**src/rtl/mlds_pkg.sv**
```systemverilog
package mlds_pkg;
  localparam int ORDER    = 4;
  localparam int CODE_W   = 3;
  localparam int N_LEVELS = 8;
  localparam logic [CODE_W-1:0] CODE_MID_LO = 3'd3;
  localparam logic [CODE_W-1:0] CODE_MID_HI = 3'd4;
endpackage

```
**src/rtl/mlds_tick.sv**
```systemverilog
module mlds_tick #(
  parameter int DIV = 4
) (
  input  logic clk_i,
  input  logic rst_ni,
  output logic tick_o
);
  localparam int CW = (DIV > 1) ? $clog2(DIV) : 1;
  localparam logic [CW-1:0] LAST = CW'(DIV - 1);

  logic [CW-1:0] cnt_q;

  assign tick_o = (cnt_q == LAST);

  always_ff @(posedge clk_i or negedge rst_ni) begin
    if (!rst_ni)     cnt_q <= '0;
    else if (tick_o) cnt_q <= '0;
    else             cnt_q <= cnt_q + CW'(1);
  end
endmodule

```
**src/rtl/mlds_integ.sv**
```systemverilog
module mlds_integ #(
  parameter int W = 32
) (
  input  logic         clk_i,
  input  logic         rst_ni,
  input  logic         en_i,
  input  logic         clr_i,
  input  logic [W-1:0] add_i,
  output logic [W-1:0] st_o
);
  logic [W:0]   sum;
  logic [W-1:0] nxt;

  always_comb begin
    sum = {st_o[W-1], st_o} + {add_i[W-1], add_i};
    // clamp to signed limits on overflow
    if (sum[W] == sum[W-1]) nxt = sum[W-1:0];
    else                    nxt = {sum[W], {(W-1){~sum[W]}}};
  end

  always_ff @(posedge clk_i or negedge rst_ni) begin
    if (!rst_ni)   st_o <= '0;
    else if (clr_i) st_o <= '0;
    else if (en_i)  st_o <= nxt;
  end
endmodule

```
**src/rtl/mlds_quant.sv**
```systemverilog
module mlds_quant import mlds_pkg::*; #(
  parameter int ACC_W = 32,
  parameter int IN_W  = 24
) (
  input  logic [ORDER-1:0][ACC_W-1:0] st_i,
  output logic [CODE_W-1:0]           code_o
);
  localparam int SUM_W = ACC_W + 3;
  localparam logic signed [SUM_W-1:0] LO_Q = SUM_W'(-(N_LEVELS / 2));
  localparam logic signed [SUM_W-1:0] HI_Q = SUM_W'(N_LEVELS / 2 - 1);

  logic signed [SUM_W-1:0] e0, e1, e2, e3, v, q;

  always_comb begin
    e0 = SUM_W'($signed(st_i[0]));
    e1 = SUM_W'($signed(st_i[1]));
    e2 = SUM_W'($signed(st_i[2]));
    e3 = SUM_W'($signed(st_i[3]));
    // feedforward weights 2, 1.5, 0.5, 1/16
    v  = (e0 <<< 1) + e1 + (e1 >>> 1) + (e2 >>> 1) + (e3 >>> 4);
    q  = v >>> IN_W;
    if (q < LO_Q)      code_o = '0;
    else if (q > HI_Q) code_o = CODE_W'(N_LEVELS - 1);
    else               code_o = {~q[CODE_W-1], q[CODE_W-2:0]};
  end
endmodule

```
**src/rtl/mlds_modulator.sv**
```systemverilog
module mlds_modulator import mlds_pkg::*; #(
  parameter int IN_W     = 24,
  parameter int GUARD    = 5,
  parameter int TICK_DIV = 4
) (
  input  logic              clk_i,
  input  logic              rst_ni,
  input  logic [IN_W-1:0]   sample_i,
  input  logic              sample_valid_i,
  input  logic              mute_i,
  output logic [CODE_W-1:0] code_o
);
  localparam int ACC_W = IN_W + 3 + GUARD;

  logic [IN_W-1:0]             sample_q;
  logic                        tick;
  logic                        step_en;
  logic [ORDER-1:0][ACC_W-1:0] st;
  logic [ORDER-1:0][ACC_W-1:0] add;
  logic [CODE_W-1:0]           q_code;
  logic signed [ACC_W-1:0]     x_ext, x7, fb;

  always_ff @(posedge clk_i or negedge rst_ni) begin
    if (!rst_ni)             sample_q <= '0;
    else if (sample_valid_i) sample_q <= sample_i;
  end

  mlds_tick #(.DIV(TICK_DIV)) u_tick (
    .clk_i  (clk_i),
    .rst_ni (rst_ni),
    .tick_o (tick)
  );

  assign step_en = tick & ~mute_i;

  always_comb begin
    x_ext = ACC_W'($signed(sample_q));
    x7    = (x_ext <<< 3) - x_ext;
    // level (2k-7) * 2^(IN_W-1)
    fb    = (ACC_W'({1'b0, q_code, 1'b1}) - ACC_W'(8)) <<< (IN_W - 1);
  end

  assign add[0] = x7 - fb;

  for (genvar k = 0; k < ORDER; k++) begin : g_stage
    if (k > 0) begin : g_chain
      assign add[k] = st[k-1];
    end
    mlds_integ #(.W(ACC_W)) u_integ (
      .clk_i  (clk_i),
      .rst_ni (rst_ni),
      .en_i   (step_en),
      .clr_i  (mute_i),
      .add_i  (add[k]),
      .st_o   (st[k])
    );
  end

  mlds_quant #(.ACC_W(ACC_W), .IN_W(IN_W)) u_quant (
    .st_i   (st),
    .code_o (q_code)
  );

  always_ff @(posedge clk_i or negedge rst_ni) begin
    if (!rst_ni) code_o <= CODE_MID_LO;
    else if (tick) begin
      if (mute_i) code_o <= (code_o == CODE_MID_LO) ? CODE_MID_HI : CODE_MID_LO;
      else        code_o <= q_code;
    end
  end
endmodule

```
**config.mk**
```make
export PLATFORM = sky130hd
export DESIGN_NAME = mlds_modulator
export DESIGN_NICKNAME = d
export VERILOG_FILES = /design/src/rtl/mlds_pkg.sv /design/src/rtl/mlds_tick.sv /design/src/rtl/mlds_integ.sv /design/src/rtl/mlds_quant.sv /design/src/rtl/mlds_modulator.sv
export SDC_FILE = /design/constraint.sdc
export NUM_CORES = 1
export LEC_CHECK = 0
export BUFFER_PORTS_ARGS = -buffer_cell sky130_fd_sc_hd__buf_2
export CELL_PAD_IN_SITES_DETAIL_PLACEMENT = 1
export CELL_PAD_IN_SITES_GLOBAL_PLACEMENT = 2
export CORE_MARGIN = 2
export CORE_UTILIZATION = 41
export DETAILED_ROUTE_END_ITERATION = 8
export PLACE_DENSITY = 0.91
export SYNTH_ARGS = -nofsm -noshare
export SYNTH_HDL_FRONTEND = slang
export SYNTH_HIERARCHICAL = 1
export SYNTH_SLANG_ARGS = --single-unit
export TNS_END_PERCENT = 20
```
**constraint.sdc**
```tcl
create_clock -name clk_i -period 9.6 [get_ports clk_i]
set_input_delay 0.48 -clock clk_i [delete_from_list [all_inputs] [get_ports clk_i]]
set_output_delay 0.48 -clock clk_i [all_outputs]
set_load 0.02 [all_outputs]
```
After elaboration in Yosys (flattened, before gate mapping)

Index checks and enable logic that the tools add are counted.

Flip-flop bits (word level): 157
Bits of input ports: 28
Latch bits: 0
Word-level logic and storage cells: 52
RAM bits: 0
Memories: 0
Bits in read-only memories: 0

Div/mod/pow operators: 0
Muxes and demuxes: 17
Shifts and indexed selects: 0
$mul: 0
Eq/ne operators: 6
Order comparisons: 2
Add/subtract/negate cells: 12
Reductions and logical operators: 1
Bitwise gates (word level): 7

Operators with widths:

| cell                                                                              | count |
|---|---|
| 32-bit 2-to-1 mux                                                                 | 12 |
| 32-bit by 32-bit adder with 33-bit output                                         | 3 |
| 34-bit by 31-bit adder with 35-bit output                                         | 1 |
| 35-bit by 28-bit adder with 35-bit output                                         | 1 |
| 35-bit by 31-bit adder with 35-bit output                                         | 1 |
| 33-bit by 32-bit adder with 34-bit output                                         | 1 |
| 32-bit by 29-bit adder with 33-bit output                                         | 1 |
| 28-bit by 28-bit subtractor with 29-bit output                                    | 1 |
| 27-bit by 24-bit subtractor with 28-bit output                                    | 1 |
| 3-bit 2-to-1 mux                                                                  | 4 |
| 11-bit by 3-bit greater-than comparator with 1-bit output (second input constant) | 1 |
| 11-bit by 3-bit < comparator with 1-bit output (second input constant)            | 1 |
| 1-bit inverter                                                                    | 6 |
| 4-bit by 4-bit subtractor with 5-bit output (second input constant)               | 1 |
| 1-bit == test                                                                     | 4 |
| 3-bit by 2-bit == test with 1-bit output (second input constant)                  | 1 |
| 2-bit by 1-bit adder with 2-bit output (second input constant)                    | 1 |
| 2-bit == test (second input constant)                                             | 1 |
| 2-bit 2-to-1 mux                                                                  | 1 |
| 2-bit nonzero test                                                                | 1 |
| 1-bit AND                                                                         | 1 |

Logic depth before layout (Yosys ltp)

Depth after elaboration: 14
Depth in mapped cells: 37
Mapped depth without buffers: 35

Hierarchy

The synthesis kept the hierarchy.

Modules (own cells, without submodules):

| module                              | area an instance (um^2) | cells each | instances |
|---|---|---|---|
| mlds_integ (g_stage[0].u_integ ...) | 3021.6                  | 331        | 3 |
| mlds_quant                          | 4314.1                  | 530        | 1 |
| mlds_modulator                      | 3106.7                  | 396        | 1 |
| mlds_integ (g_stage[3].u_integ)     | 2981.6                  | 370        | 1 |
| mlds_tick                           | 66.3                    | 4          | 1 |

Worst setup path after synthesis

No wires, ideal clock.

Path kind: flip-flop to flip-flop
Start point: register g_stage[0].u_integ.st_o[15]
End point: register g_stage[0].u_integ.st_o[2]
Clock period less this slack: 7.922 ns
Stages on the path, launching flop included: 36
Arrival: 7.796 ns
Setup slack: 1.678 ns
Cells stage by stage: dfrtp_1 > inv_1 > fa_1 > inv_1 > fa_1 > inv_1 > fa_1 > inv_1 > ha_1 > a21oi_4 > o211ai_2 > a221o_1 > o2111ai_2 > a21oi_2 > a311o_2 > xnor2_2 > o41ai_2 > o21a_1 > inv_1 > fa_1 > ha_1 > a21oi_1 > o21ai_0 > or2_2 > o311ai_1 > a31oi_1 > o311a_1 > ha_1 > nand4_1 > nor3_1 > o21ai_0 > nand3b_1 > and2_1 > o21a_2 > buf_6 > a221o_1

RTL lines:

| what                   | RTL line         | text |
|---|---|---|
| from (decl)            | mlds_integ.sv:9  | `output logic [W-1:0] st_o` |
| from (signal assigned) | mlds_integ.sv:24 | `else if (en_i) st_o <= nxt;` |

==> impl_metrics.yaml <==
run_status:
  status: "completed"
yosys:
  synthMuxAreaShare: 0.00224
  synth-xor-area-share: 0.0654
  yosys-top-cells-count: "inv_1 (329), ha_1 (217), a21oi_1 (181)"
  synth.distinct_cells: 95
  synth_top_area_frac: 0.199
  synthMostInstantiatedCell: "inv_1"
  ys.flop_type: "dfrtp_1"
  netlist_area_um2: 19500
  yosys.area.top_type: "dfrtp_1"
  synthSimpleGateAreaFrac: 0.131
  synthCells: 2293
  synth_area_leaders: "dfrtp_1 (20%), ha_1 (14%), fa_1 (10%), inv_1 (6.3%), a221o_1 (4.8%)"
  synth_warnings: 6
  syn-num-nets: 2638
  async_flop_share: 1.00
  synth_edf_count: 0
  ys_seq_area_frac: 0.201
  syn_avg_cell_area_um2: 8.52
  synth_top_family_by_area: "compound AO/OA/AOI/OAI gates"
  synthAdderAreaFrac: 0.241
  synth_seq_cells: 157
  synth-compound-area-share: 0.271
cts:
  path_clk_slew_ns: 0.07
  h-tree-depth: 4
  ctsHoldBuffers: 0
  cts-buffers-inserted: 17
  root_buffer: "clkbuf_16"
  tritoncts: "done"
  cts_buffer_depth: 2
  clk_latency_ns: 0.47
  cts.sinks: 157
setup_path:
  r2r_cells: 35
  reg2reg_to: "g_stage[0].u_integ/st_o[3]$_DFFE_PN0P_"
  cp_common_cell: "inv_1"
  cp_max_fo: 31
  cp_num_buf_inv: 6
  worstPathRequired_ns: 9.95
  cpPeakStageDelay_ns: 0.76
  worstSetupPathType: "reg2reg"
  critPathLaunchType: "flip-flop"
  cp_slowest_cell: "nor4_1"
  worstSetupEndpointType: "flip-flop"
  r2r_setup_slack_ns: 0.52
  r2r-start: "g_stage[0].u_integ/st_o[2]$_DFFE_PN0P_"
  critPathTopFamily: "compound AO/OA/AOI/OAI gates"
  crit_arrival_ns: 9.43
die:
  start_util: 0.418
  num_rows: 79
  fp.dieW_um: 222
  core_um2: 46800
  dieArea_um2: 49400
  die_y_um: 222
  ios: 31
sta:
  finalSetupViolations: 0
  layout_worst_path_cycle_share: 0.946
  skew_ns: 0.0132
  slew_headroom: 0.192
  setup-tns-final_ns: 0
  worstMarginPinSlew_ns: 1.21
  min_period_ns: 9.08
  slew_viol_final: 0
  hold_viol_final: 0
  maxClockFrequency_mhz: 110
  rsz0062_at_grt: "no"
detailed_routing:
  ant_nets: 0
  drc: 0
  wl_per_cell_um: 19.2
  routed_wl_um: 55400
  vias: 16900
  viasPerCell: 5.85
  drt_first_iter_violations: 672
  dr.pass1.iters: 5
grt:
  grt_use_total: 0.228
  gr-total-overflow: 0
  grt_start_max_net_pins: 92
  grt_antenna_before_repair: 0
  grt_pass1_vias: 18100
  grt_pass1_wl_um: 91900
placed_design:
  port_buffers: 30
  dp_hpwl_um: 45100
  routabilityCongestion: 0.907
final_layout:
  nNetsFinal: 2613
  num_antenna_cells: 0
  final_util: 0.443
  drive_above_1_share: 0.0732
  n_fill_cell: 5525
  area_delta_synth_final_pct: 6.08
power:
  peakVddDrop_mv: 0.144
  internal_power_mw: 1.69
  swShare: 0.421
  p_seq_frac: 0.249
  p_leak_nw: 10.3
  power_density_nw_per_um2: 140
  p_switching_mw: 1.22
  clkPwrFrac: 0.263
  combPwrFrac: 0.488
worst_hold_path:
  hold_class: "in2async"
flow_run:
  drv_cap: 0
## area by class of cell
class / count / area, um^2 / area share
Tap cell: 607 / 759 / 0.0367
Clock buffer: 21 / 480 / 0.0232
Inverter: 329 / 1230 / 0.0596
Clock inverter: 11 / 163 / 0.00785
Sequential cell: 157 / 3930 / 0.190
Multi-Input combinational cell: 1724 / 13900 / 0.672
Timing Repair Buffer: 39 / 228 / 0.0110
## worst reg2reg max path, delay by kind of cell (launching register included)
kind	cells	cell delay, ns
simple gates	6	1.75
buf+inv	6	0.41
fa+ha+maj	7	3.08
compound gates	15	3.10
flops	1	0.43
xor+xnor	1	0.16
## sequential cells by signal, indices dropped and copies added, names as in the netlist
register and flops:
code_o 3, g_stage.u_integ/st_o 128, sample_q 24, u_tick/cnt_q 2
## through the flow
stage	power (mW)	hold WS (ns)	std cells	worst slack, ns	area (um^2)
after global routing	3.11	0.168	2888	0.0411	20700
after floorplan	1.81	0.184	2293	1.68	19500
after global placement	2.07	0.413	2855	0.849	20000
final	2.91	0.0971	2888	0.520	20700
after CTS	2.91	0.121	2887	0.391	20700
after detailed placement	2.12	0.422	2855	0.414	20000
## how the worst max path moves through the flow
stage                                                        from                                endpoint  slack (ns)  cells after the start
after CTS                 g_stage[0].u_integ/st_o[10]$_DFFE_PN0P_  g_stage[0].u_integ/st_o[5]$_DFFE_PN0P_        0.39                     35
after detailed placement  g_stage[0].u_integ/st_o[10]$_DFFE_PN0P_  g_stage[0].u_integ/st_o[3]$_DFFE_PN0P_        0.41                     35
final                      g_stage[0].u_integ/st_o[2]$_DFFE_PN0P_  g_stage[0].u_integ/st_o[3]$_DFFE_PN0P_        0.52                     35
after global routing      g_stage[0].u_integ/st_o[10]$_DFFE_PN0P_  g_stage[0].u_integ/st_o[9]$_DFFE_PN0P_        0.04                     34
after global placement    g_stage[0].u_integ/st_o[10]$_DFFE_PN0P_  g_stage[0].u_integ/st_o[0]$_DFFE_PN0P_        0.85                     34
after floorplan           g_stage[0].u_integ/st_o[15]$_DFFE_PN0P_  g_stage[0].u_integ/st_o[2]$_DFFE_PN0P_        1.68                     35
## power by group through the flow
stage          registers (mW)  clock network, mW  logic [mW]
3_3_place_gp            0.735                  0        1.33
6_report                0.725              0.767        1.42
5_1_grt                 0.729              0.811        1.57
4_1_cts                 0.725              0.786        1.40
2_1_floorplan           0.725                  0        1.08
3_5_place_dp            0.737                  0        1.39
## logic make-up after synthesis
kind of cell	count (synthesis)
DFF	157
AOI/OAI and AO/OA	736
xor gates and xnor gates	145
and+or+nand+nor	522
buffers and inverters	412
adders and majority gates	317
muxes	4
## cell usage in the layout (no fill, tap or decap), types with 6 or more instances in the layout
master / count
a21oi_1: 181
o31ai_1: 6
nand3_1: 41
and3_1: 13
o21ai_0: 116
o211ai_1: 28
a221o_1: 94
or3_1: 17
nor2_1: 119
dfrtp_1: 155
o21ai_1: 36
ha_1: 216
nand2_1: 163
a21oi_2: 17
buf_4: 8
a211o_1: 7
buf_2: 29
o21a_1: 13
a211oi_2: 6
and2_1: 14
o21ai_2: 17
nor2b_1: 15
a211oi_1: 20
nand3b_1: 6
and4_1: 7
nor3_2: 6
a2111oi_0: 6
o21bai_1: 28
clkbuf_16: 17
xor2_1: 53
nand2b_1: 20
inv_1: 329
a21o_1: 53
nor3_1: 28
nand4_1: 36
xnor2_1: 90
nor4_1: 15
a31oi_1: 22
fa_1: 100
## metal layers
metal  vias to the layer above  global-route usage  wire (um)
li1                       8118                   -          -
met1                      8430               0.282      24900
met2                       242               0.406      27500
met3                        99              0.0185       1050
met4                         0              0.0972       1920
met5                         -                   0          0
## repair_timing
action,CTS,global route
setup endpoints to repair,0,31
setup buffers,0,1
gates resized for setup,0,8
Power figures use the tool's default switching activity.
